===== src/rtl/i2c_rp_pkg.sv =====
package i2c_rp_pkg;
  typedef enum logic [2:0] {
    ST_IDLE, ST_DEVADR, ST_ACK, ST_PTR, ST_WDATA, ST_RDATA, ST_RACK, ST_SKIP
  } st_e;

  // Phase entered after an acknowledge slot completes
  typedef enum logic [1:0] {NX_PTR, NX_WDATA, NX_RDATA} nxt_e;
endpackage


===== src/rtl/i2c_rp_sync.sv =====
module i2c_rp_sync #(
  parameter int STAGES = 2,
  parameter int W      = 2
) (
  input  logic         clk,
  input  logic         rst,
  input  logic [W-1:0] d,
  output logic [W-1:0] q
);
  logic [STAGES-1:0][W-1:0] stg;

  always_ff @(posedge clk) begin
    if (rst) begin
      stg <= '1;
    end else begin
      stg[0] <= d;
      for (int k = 1; k < STAGES; k++) stg[k] <= stg[k-1];
    end
  end

  assign q = stg[STAGES-1];
endmodule


===== src/rtl/i2c_rp_cond.sv =====
module i2c_rp_cond (
  input  logic clk,
  input  logic rst,
  input  logic scl_s,
  input  logic sda_s,
  output logic scl_rise,
  output logic scl_fall,
  output logic start_c,
  output logic stop_c
);
  logic scl_p, sda_p;

  always_ff @(posedge clk) begin
    if (rst) begin
      scl_p <= 1'b1;
      sda_p <= 1'b1;
    end else begin
      scl_p <= scl_s;
      sda_p <= sda_s;
    end
  end

  assign scl_rise = scl_s & ~scl_p;
  assign scl_fall = ~scl_s & scl_p;
  // SDA edges while SCL stays high mark frame boundaries
  assign start_c  = scl_s & scl_p & sda_p & ~sda_s;
  assign stop_c   = scl_s & scl_p & ~sda_p & sda_s;
endmodule


===== src/rtl/i2c_rp_engine.sv =====
module i2c_rp_engine
  import i2c_rp_pkg::*;
#(
  parameter int            AW       = 6,
  parameter int            DW       = 8,
  parameter logic [DW-2:0] DEV_ADDR = 7'h2A
) (
  input  logic          clk,
  input  logic          rst,
  input  logic          scl_rise,
  input  logic          scl_fall,
  input  logic          start_c,
  input  logic          stop_c,
  input  logic          sda_s,
  input  logic [DW-1:0] reg_rdata,
  output logic          sda_oe,
  output logic [AW-1:0] reg_addr,
  output logic [DW-1:0] reg_wdata,
  output logic          reg_we,
  output logic          reg_re
);
  localparam int CW = $clog2(DW);
  localparam logic [CW-1:0] LAST = CW'(DW - 1);

  st_e           st;
  nxt_e          nxt;
  logic [DW-1:0] rx, tx;
  logic [CW-1:0] cnt;
  logic          ph, re_d;
  logic [DW-1:0] rx_byte;

  assign rx_byte = {rx[DW-2:0], sda_s};

  always_ff @(posedge clk) begin
    if (rst) begin
      st        <= ST_IDLE;
      nxt       <= NX_PTR;
      rx        <= '0;
      tx        <= '0;
      cnt       <= '0;
      ph        <= 1'b0;
      re_d      <= 1'b0;
      sda_oe    <= 1'b0;
      reg_addr  <= '0;
      reg_wdata <= '0;
      reg_we    <= 1'b0;
      reg_re    <= 1'b0;
    end else begin
      reg_we <= 1'b0;
      reg_re <= 1'b0;
      re_d   <= reg_re;
      if (re_d) tx <= reg_rdata;

      if (stop_c) begin
        st     <= ST_IDLE;
        sda_oe <= 1'b0;
      end else if (start_c) begin
        st     <= ST_DEVADR;
        cnt    <= '0;
        sda_oe <= 1'b0;
      end else begin
        unique case (st)
          ST_DEVADR: if (scl_rise) begin
            rx  <= rx_byte;
            cnt <= (cnt == LAST) ? '0 : cnt + 1'b1;
            if (cnt == LAST) begin
              if (rx_byte[DW-1:1] == DEV_ADDR) begin
                st <= ST_ACK;
                ph <= 1'b0;
                if (rx_byte[0]) begin
                  nxt    <= NX_RDATA;
                  reg_re <= 1'b1;
                end else begin
                  nxt <= NX_PTR;
                end
              end else begin
                st <= ST_SKIP;
              end
            end
          end

          ST_ACK: if (scl_fall) begin
            if (!ph) begin
              ph     <= 1'b1;
              sda_oe <= 1'b1;
            end else begin
              ph  <= 1'b0;
              cnt <= '0;
              unique case (nxt)
                NX_PTR:   begin st <= ST_PTR;   sda_oe <= 1'b0; end
                NX_WDATA: begin st <= ST_WDATA; sda_oe <= 1'b0; end
                default:  begin st <= ST_RDATA; sda_oe <= ~tx[DW-1]; end
              endcase
            end
          end

          ST_PTR: if (scl_rise) begin
            rx  <= rx_byte;
            cnt <= (cnt == LAST) ? '0 : cnt + 1'b1;
            if (cnt == LAST) begin
              reg_addr <= rx_byte[AW-1:0];
              st       <= ST_ACK;
              nxt      <= NX_WDATA;
              ph       <= 1'b0;
            end
          end

          ST_WDATA: if (scl_rise) begin
            rx  <= rx_byte;
            cnt <= (cnt == LAST) ? '0 : cnt + 1'b1;
            if (cnt == LAST) begin
              reg_wdata <= rx_byte;
              reg_we    <= 1'b1;
              st        <= ST_ACK;
              nxt       <= NX_WDATA;
              ph        <= 1'b0;
            end
          end

          ST_RDATA: if (scl_fall) begin
            if (cnt == LAST) begin
              st     <= ST_RACK;
              sda_oe <= 1'b0;
              cnt    <= '0;
              ph     <= 1'b0;
            end else begin
              sda_oe <= ~tx[DW-2];
              tx     <= {tx[DW-2:0], 1'b0};
              cnt    <= cnt + 1'b1;
            end
          end

          ST_RACK: begin
            if (scl_rise) begin
              if (!sda_s) begin
                reg_re <= 1'b1;
                ph     <= 1'b1;
              end else begin
                st <= ST_SKIP;
              end
            end else if (scl_fall && ph) begin
              ph     <= 1'b0;
              st     <= ST_RDATA;
              sda_oe <= ~tx[DW-1];
            end
          end

          default: ;
        endcase
      end
    end
  end
endmodule


===== src/rtl/i2c_regport_slave.sv =====
module i2c_regport_slave #(
  parameter int            AW          = 6,
  parameter int            DW          = 8,
  parameter int            SYNC_STAGES = 2,
  parameter logic [DW-2:0] DEV_ADDR    = 7'h2A
) (
  input  logic          clk,
  input  logic          rst,
  input  logic          scl_i,
  input  logic          sda_i,
  output logic          sda_oe,
  output logic [AW-1:0] reg_addr,
  output logic [DW-1:0] reg_wdata,
  output logic          reg_we,
  output logic          reg_re,
  input  logic [DW-1:0] reg_rdata
);
  logic [1:0] bus_s;
  logic scl_rise, scl_fall, start_c, stop_c;

  i2c_rp_sync #(.STAGES(SYNC_STAGES), .W(2)) u_sync (
    .clk(clk), .rst(rst), .d({scl_i, sda_i}), .q(bus_s)
  );

  i2c_rp_cond u_cond (
    .clk(clk), .rst(rst), .scl_s(bus_s[1]), .sda_s(bus_s[0]),
    .scl_rise(scl_rise), .scl_fall(scl_fall),
    .start_c(start_c), .stop_c(stop_c)
  );

  i2c_rp_engine #(.AW(AW), .DW(DW), .DEV_ADDR(DEV_ADDR)) u_eng (
    .clk(clk), .rst(rst),
    .scl_rise(scl_rise), .scl_fall(scl_fall),
    .start_c(start_c), .stop_c(stop_c), .sda_s(bus_s[0]),
    .reg_rdata(reg_rdata), .sda_oe(sda_oe), .reg_addr(reg_addr),
    .reg_wdata(reg_wdata), .reg_we(reg_we), .reg_re(reg_re)
  );
endmodule


===== config.mk =====
export PLATFORM = sky130hd
export DESIGN_NAME = i2c_regport_slave
export DESIGN_NICKNAME = d
export VERILOG_FILES = /design/src/rtl/i2c_rp_pkg.sv /design/src/rtl/i2c_rp_sync.sv /design/src/rtl/i2c_rp_cond.sv /design/src/rtl/i2c_rp_engine.sv /design/src/rtl/i2c_regport_slave.sv
export SDC_FILE = /design/constraint.sdc
export NUM_CORES = 1
export LEC_CHECK = 0
export ABC_AREA = 1
export BUFFER_PORTS_ARGS = -buffer_cell sky130_fd_sc_hd__clkbuf_2
export CORE_ASPECT_RATIO = 1.25
export CORE_MARGIN = 2
export CORE_UTILIZATION = 44
export CTS_CLUSTER_DIAMETER = 60
export DETAILED_ROUTE_END_ITERATION = 12
export GPL_TIMING_DRIVEN = 0
export PLACE_DENSITY_LB_ADDON = 0.05
export RECOVER_POWER = 100
export SYNTH_ARGS = -nofsm -noshare
export SYNTH_HDL_FRONTEND = slang
export SYNTH_SLANG_ARGS = --single-unit

===== constraint.sdc =====
create_clock -name clk -period 1.85 [get_ports clk]
set_input_delay 0.37 -clock clk [delete_from_list [all_inputs] [get_ports clk]]
set_output_delay 0.37 -clock clk [all_outputs]
set_load 0.005 [all_outputs]

==> results of run 1 <==
[what timing repair did]
action | 4_1_cts | 5_1_grt
gates resized for setup | 0 | 1
hold buffers | 0 | 0
setup endpoints to repair | 0 | 4
[critical path: cells and delay by family, from the launching register on]
kind	cells	cell delay, ps
AOI/OAI and AO/OA	1	100
adders and majority gates	2	430
buffers and inverters	2	270
DFF	1	340
and+or+nand+nor	3	460
[final timing paths]
path,slack [ps],to,startpoint,cells past startpoint
max,200,u_eng.tx[1],u_eng.cnt[0],8
max reg2reg,200,u_eng.tx[1],u_eng.cnt[0],8
min,250,u_sync.stg[1],scl_i,2
min reg2reg,420,u_sync.q[0],u_sync.stg[0],1
[flip-flops by register name, indices dropped and copies added (netlist names), 2 cells and up]
signal,count
u_eng.tx,8
u_eng.cnt,3
u_eng.reg_wdata,8
u_eng.rx,7
u_eng.reg_addr,6
u_sync.q,2
u_eng.nxt,2
u_eng.st,3
u_sync.stg,2
[report_power, final]
part / total (mW) / internal (mW) / switching [mW]
registers: 1.16 / 1.11 / 0.0432
logic: 1.17 / 0.394 / 0.777
clock network: 0.686 / 0.314 / 0.372
[cell type report]
type	count	share of cell area, %
inverter	37	5.53
timing repair buffer	28	5.43
multi-input combinational	221	41.2
tap	60	2.99
sequential	48	38.2
clock inverter	2	0.697
buffer	11	2.59
clock buffer	6	3.29
[cell families after synthesis]
kind of cell	after synthesis	synth area share, %
compound gates	75	17.6
fa+ha+maj	2	1.13
buf+inv	48	9.23
flops	48	43.5
mux	1	0.453
simple gates	143	28.1
[per-stage QoR]
step                      setup slack (ps)  cell area (sq um)  power [mW]  instances
after floorplan                        432               2210        2.13        317
after global placement                 232               2420        2.37        405
after detailed placement               198               2420        2.36        405
after CTS                              176               2520        3.05        413
after global routing                  30.6               2510        3.24        413
final                                  197               2510        3.01        413
[metal layers]
metal	up-vias	share of wire [%]	track usage, %
met3	8	2.4	4.07
met5	-	0	0
met1	885	49	26.0
met2	30	47	29.2
li1	1093	-	-
met4	0	1.6	6.68
[synth_stat cells]
cell,instances
o21ai_1,1
ha_1,2
mux2i_1,1
nand2_1,60
nand3_1,15
inv_2,6
nand3b_1,1
nand3_2,2
a211oi_1,2
nor4_1,1
dfxtp_1,48
buf_6,1
buf_2,1
clkbuf_1,5
or2_2,4
clkinv_1,1
nor2_2,4
inv_1,30
nand4_1,2
o211ai_1,2
nor2_1,46
o21ai_0,39
buf_4,4
nor3_1,3
o31ai_1,1
a21oi_1,30
nor2_4,1
nand2_2,4
==> flow_metrics.tcl, run 1 <==
set metrics [dict create \
    io_pins 29 \
    netlist_area_sq_um 2210 \
    detail_route.wl_per_cell_um 11.9 \
    grt_max_degree 17 \
    syn_avg_cell_area_sq_um 6.97 \
    num_vias 2016 \
    finalSetupTns_ps 0 \
    multiInputGateArea_sq_um 1040 \
    synth_top_area_share_pct 43.5 \
    cts_inserted_buffers 5 \
    htreeDepth 2 \
    cts.reportedPaths.clkPinSlew_ps 90 \
    first_pass_iters 4 \
    grt_util_all_layers_pct 19.0 \
    powerDensity_nw_per_um2 1200 \
    worstPathRequired_ps 2090 \
    grt_pass1_vias 1863 \
    status "finished clean" \
    cts_buffer_depth 2 \
    seq_area_frac_synth_pct 43.5 \
    syn_nets 331 \
    cts_root_buf "clkbuf_8" \
    tritoncts "done" \
    synth.distinct_cells 28 \
    hold_viol_final 0 \
    final_layout_size_suffix_gt1_share_pct 15.6 \
    tightest_slew_ps 539 \
    rows 28 \
    antenna_found_initial 0 \
    fin_crit_ps 1650 \
    synth_area_leaders "dfxtp_1 44%, nand2_1 10%, o21ai_0 8.8%" \
    maxClockFrequency_mhz 605 \
    end_kind "flip-flop" \
    fin_util_pct 52.3 \
    syn_to_final_growth_pct 13.8 \
    slowest_delay_ps 340 \
    hpwl_mm 3.67 \
    die-width_um 67.4 \
    wirelength_mm 4.90 \
    final_common_cell "nand2_1" \
    arrival_ps 1890 \
    drv_slew 0 \
    grt_overflow 0 \
    postCtsSetupBuffers 0 \
    rsz0062_at_grt "no" \
    max-vdd-ir-drop_uv 661 \
    vias_per_cell 4.88 \
    insertion_delay_ps 300 \
    p_leak_nw 1.16 \
    coreArea_sq_um 4800 \
    maxCapViolCount 0 \
    hold_path_class "primary input to flip-flop" \
    cp_cell_sequence "ha_1, ha_2, nor2_1, nand2_1, inv_1, buf_4, o21ai_0, nor2_1" \
    fillers 495 \
    crit_fanout 10 \
    register_area_sq_um 961 \
    dr.first_iter.drc_count 126 \
    setup_viol 0 \
    cpMostUsedCell "nor2_1" \
    ys_warn_count 0 \
    synthCells 317 \
    fin_nets 366 \
    dieHeight_um 83.2 \
    hold-worst-slack_ps 247 \
    cts_sinks 48 \
    route.detailed.drc 0 \
    initial_core_util_pct 46.0 \
    relSlewSlack_pct 64.1 \
    criticalPathCategory "flip-flop to flip-flop" \
    synth_top_cell_by_area "dfxtp_1" \
    most-common-layout-cells "62 x nand2_1, 48 x nor2_1, 48 x dfxtp_1, 40 x o21ai_0, 32 x inv_1" \
    die_area_sq_um 5610 \
    grt_pass1_wl_mm 8.36 \
    clock-skew-final_ps 8.15 \
    ys_ff_latch 48 \
    diodes 0 \
    fin_crit_sh_pct 89.4 \
    critPathSlowestCell "dfxtp_1" \
    numPortBuffers 28 \
    place.gp.congestion 0.886 \
    startpoint_type "flip-flop" \
    ant_nets 0 \
]
(Power assumes the default switching activity.)
==> run 2, diff against run 1 <==
--- a/config.mk
+++ b/config.mk
@@ -6,7 +6,7 @@
 export NUM_CORES = 1
 export LEC_CHECK = 0
 export ABC_AREA = 1
-export BUFFER_PORTS_ARGS = -buffer_cell sky130_fd_sc_hd__clkbuf_2
+export BUFFER_PORTS_ARGS = -buffer_cell sky130_fd_sc_hd__buf_2
 export CORE_ASPECT_RATIO = 1.25
 export CORE_MARGIN = 2
 export CORE_UTILIZATION = 44
==> flow_metrics.tcl, run 2 (synthesized netlist as in run 1, its figures left out) <==
set metrics [dict create \
    status "finished clean" \
    hold_buffers 0 \
    num_vias 2073 \
    htreeDepth 2 \
    grt_pass1_wl_mm 8.72 \
    placed_area_sq_um 2420 \
    detail_route.wl_per_cell_um 12.2 \
    setup_viol 0 \
    final_common_cell "nand2_1" \
    route.detailed.drc 0 \
    io_pins 29 \
    end_kind "flip-flop" \
    cts_inserted_buffers 5 \
    powerDensity_nw_per_um2 1260 \
    reg.largest.list "u_eng.reg_wdata x8, u_eng.tx x8, u_eng.rx x7" \
    min_path_cells 2 \
    maxCapViolCount 0 \
    first_pass_iters 4 \
    wirelength_mm 5.02 \
    finalSetupTns_ps 0 \
    relSlewSlack_pct 64.2 \
    hold_viol_final 0 \
    register_area_sq_um 961 \
    fillers 490 \
    vias_per_cell 5.03 \
    die-width_um 67.4 \
    grt_util_all_layers_pct 19.7 \
    hp-start "scl_i" \
    maxClockFrequency_mhz 603 \
    criticalPathCategory "flip-flop to flip-flop" \
    reg2reg_depth 8 \
    coreArea_sq_um 4800 \
    cts_buffer_depth 2 \
    most-common-layout-cells "61 x nand2_1, 48 x dfxtp_1, 47 x nor2_1, 39 x o21ai_0, 31 x inv_1" \
    grt_overflow 0 \
    numPortBuffers 28 \
    grt_pass1_vias 1933 \
    drv_slew 0 \
    hpwl_mm 3.73 \
    arrival_ps 1890 \
    hold_end "u_sync.stg[1]" \
    hold_path_class "primary input to flip-flop" \
    rows 28 \
    fin_crit_sh_pct 89.7 \
    max-vdd-ir-drop_uv 504 \
    power.total_mw 3.21 \
    multiInputGateArea_sq_um 1040 \
    diodes 0 \
    r2r_setup_slack_ps 190 \
    crit_fanout 10 \
    fin_nets 366 \
    dieHeight_um 83.2 \
    postCtsSetupBuffers 0 \
    syn_to_final_growth_pct 15.0 \
    cts_resized 0 \
    dr.first_iter.drc_count 104 \
    p_leak_nw 1.17 \
    reg2reg_from "u_eng.cnt[0]" \
    grt_max_degree 15 \
    cts_root_buf "clkbuf_8" \
    tritoncts "done" \
    insertion_delay_ps 300 \
    rsz0062_at_grt "no" \
    startpoint_type "flip-flop" \
    place.gp.congestion 0.861 \
    worst_r2r_endpoint "u_eng.tx[2]" \
    initial_core_util_pct 46.0 \
    ant_nets 0 \
    design_area_sq_um 2540 \
    cts.reportedPaths.clkPinSlew_ps 90 \
    die_area_sq_um 5610 \
    tightest_slew_ps 537 \
    fin_crit_ps 1660 \
    final_layout_size_suffix_gt1_share_pct 15.6 \
    antenna_found_initial 0 \
    cts_sinks 48 \
    clock-skew-final_ps 7.45 \
    worstPathRequired_ps 2080 \
]
run 2: per-layer routing:
layer | GRT usage [%] | vias up | wire, um
li1 | - | 1089 | -
met1 | 26.6 | 945 | 2410
met2 | 31.1 | 31 | 2390
met3 | 3.39 | 8 | 130
met4 | 6.86 | 0 | 87
met5 | 0 | - | 0
run 2: final cells by class:
| cell class | count | area share, % |
|---|---|---|
| Sequential cell | 48 | 37.9 |
| Clock inverter | 2 | 2.37 |
| Tap cell | 60 | 2.96 |
| Timing Repair Buffer | 28 | 5.27 |
| Multi-Input combinational cell | 221 | 41.0 |
| Buffer | 11 | 2.37 |
| Inverter | 37 | 5.47 |
| Clock buffer | 5 | 2.71 |
run 2: worst max-delay path by stage:
stage	startpoint	endpoint	depth (start not counted)
floorplan	u_eng.cnt[0]	u_eng.st[0]	11
global placement	u_eng.cnt[0]	u_eng.st[2]	9
detailed placement	u_eng.cnt[0]	u_eng.st[1]	9
CTS	u_eng.cnt[0]	u_eng.st[1]	9
global route	u_eng.cnt[0]	u_eng.reg_wdata[3]	7
finish	u_eng.cnt[0]	u_eng.tx[2]	8
run 2: critical path, stage by stage (launching register included):
cell and delay (ps):
dfxtp_1 340, ha_1 200, ha_2 220, nor2_1 250, nand2_2 130, inv_2 80
buf_4 150, o21ai_0 80, a21oi_1 140
run 2: report_power, final:
group	switching (mW)	internal [mW]
logic	0.789	0.391
registers	0.0439	1.11
clock network	0.339	0.532
run 2: per-stage QoR:
stage | hold WS [ps] | setup slack [ps] | util (%) | std cells
final | 255 | 191 | 52.9 | 412
after global routing | 250 | 16.2 | 52.9 | 412
after CTS | 248 | 180 | 53.2 | 412
after detailed placement | 399 | 192 | 50.5 | 405
after global placement | 394 | 230 | 50.5 | 405
after floorplan | 389 | 432 | - | 317
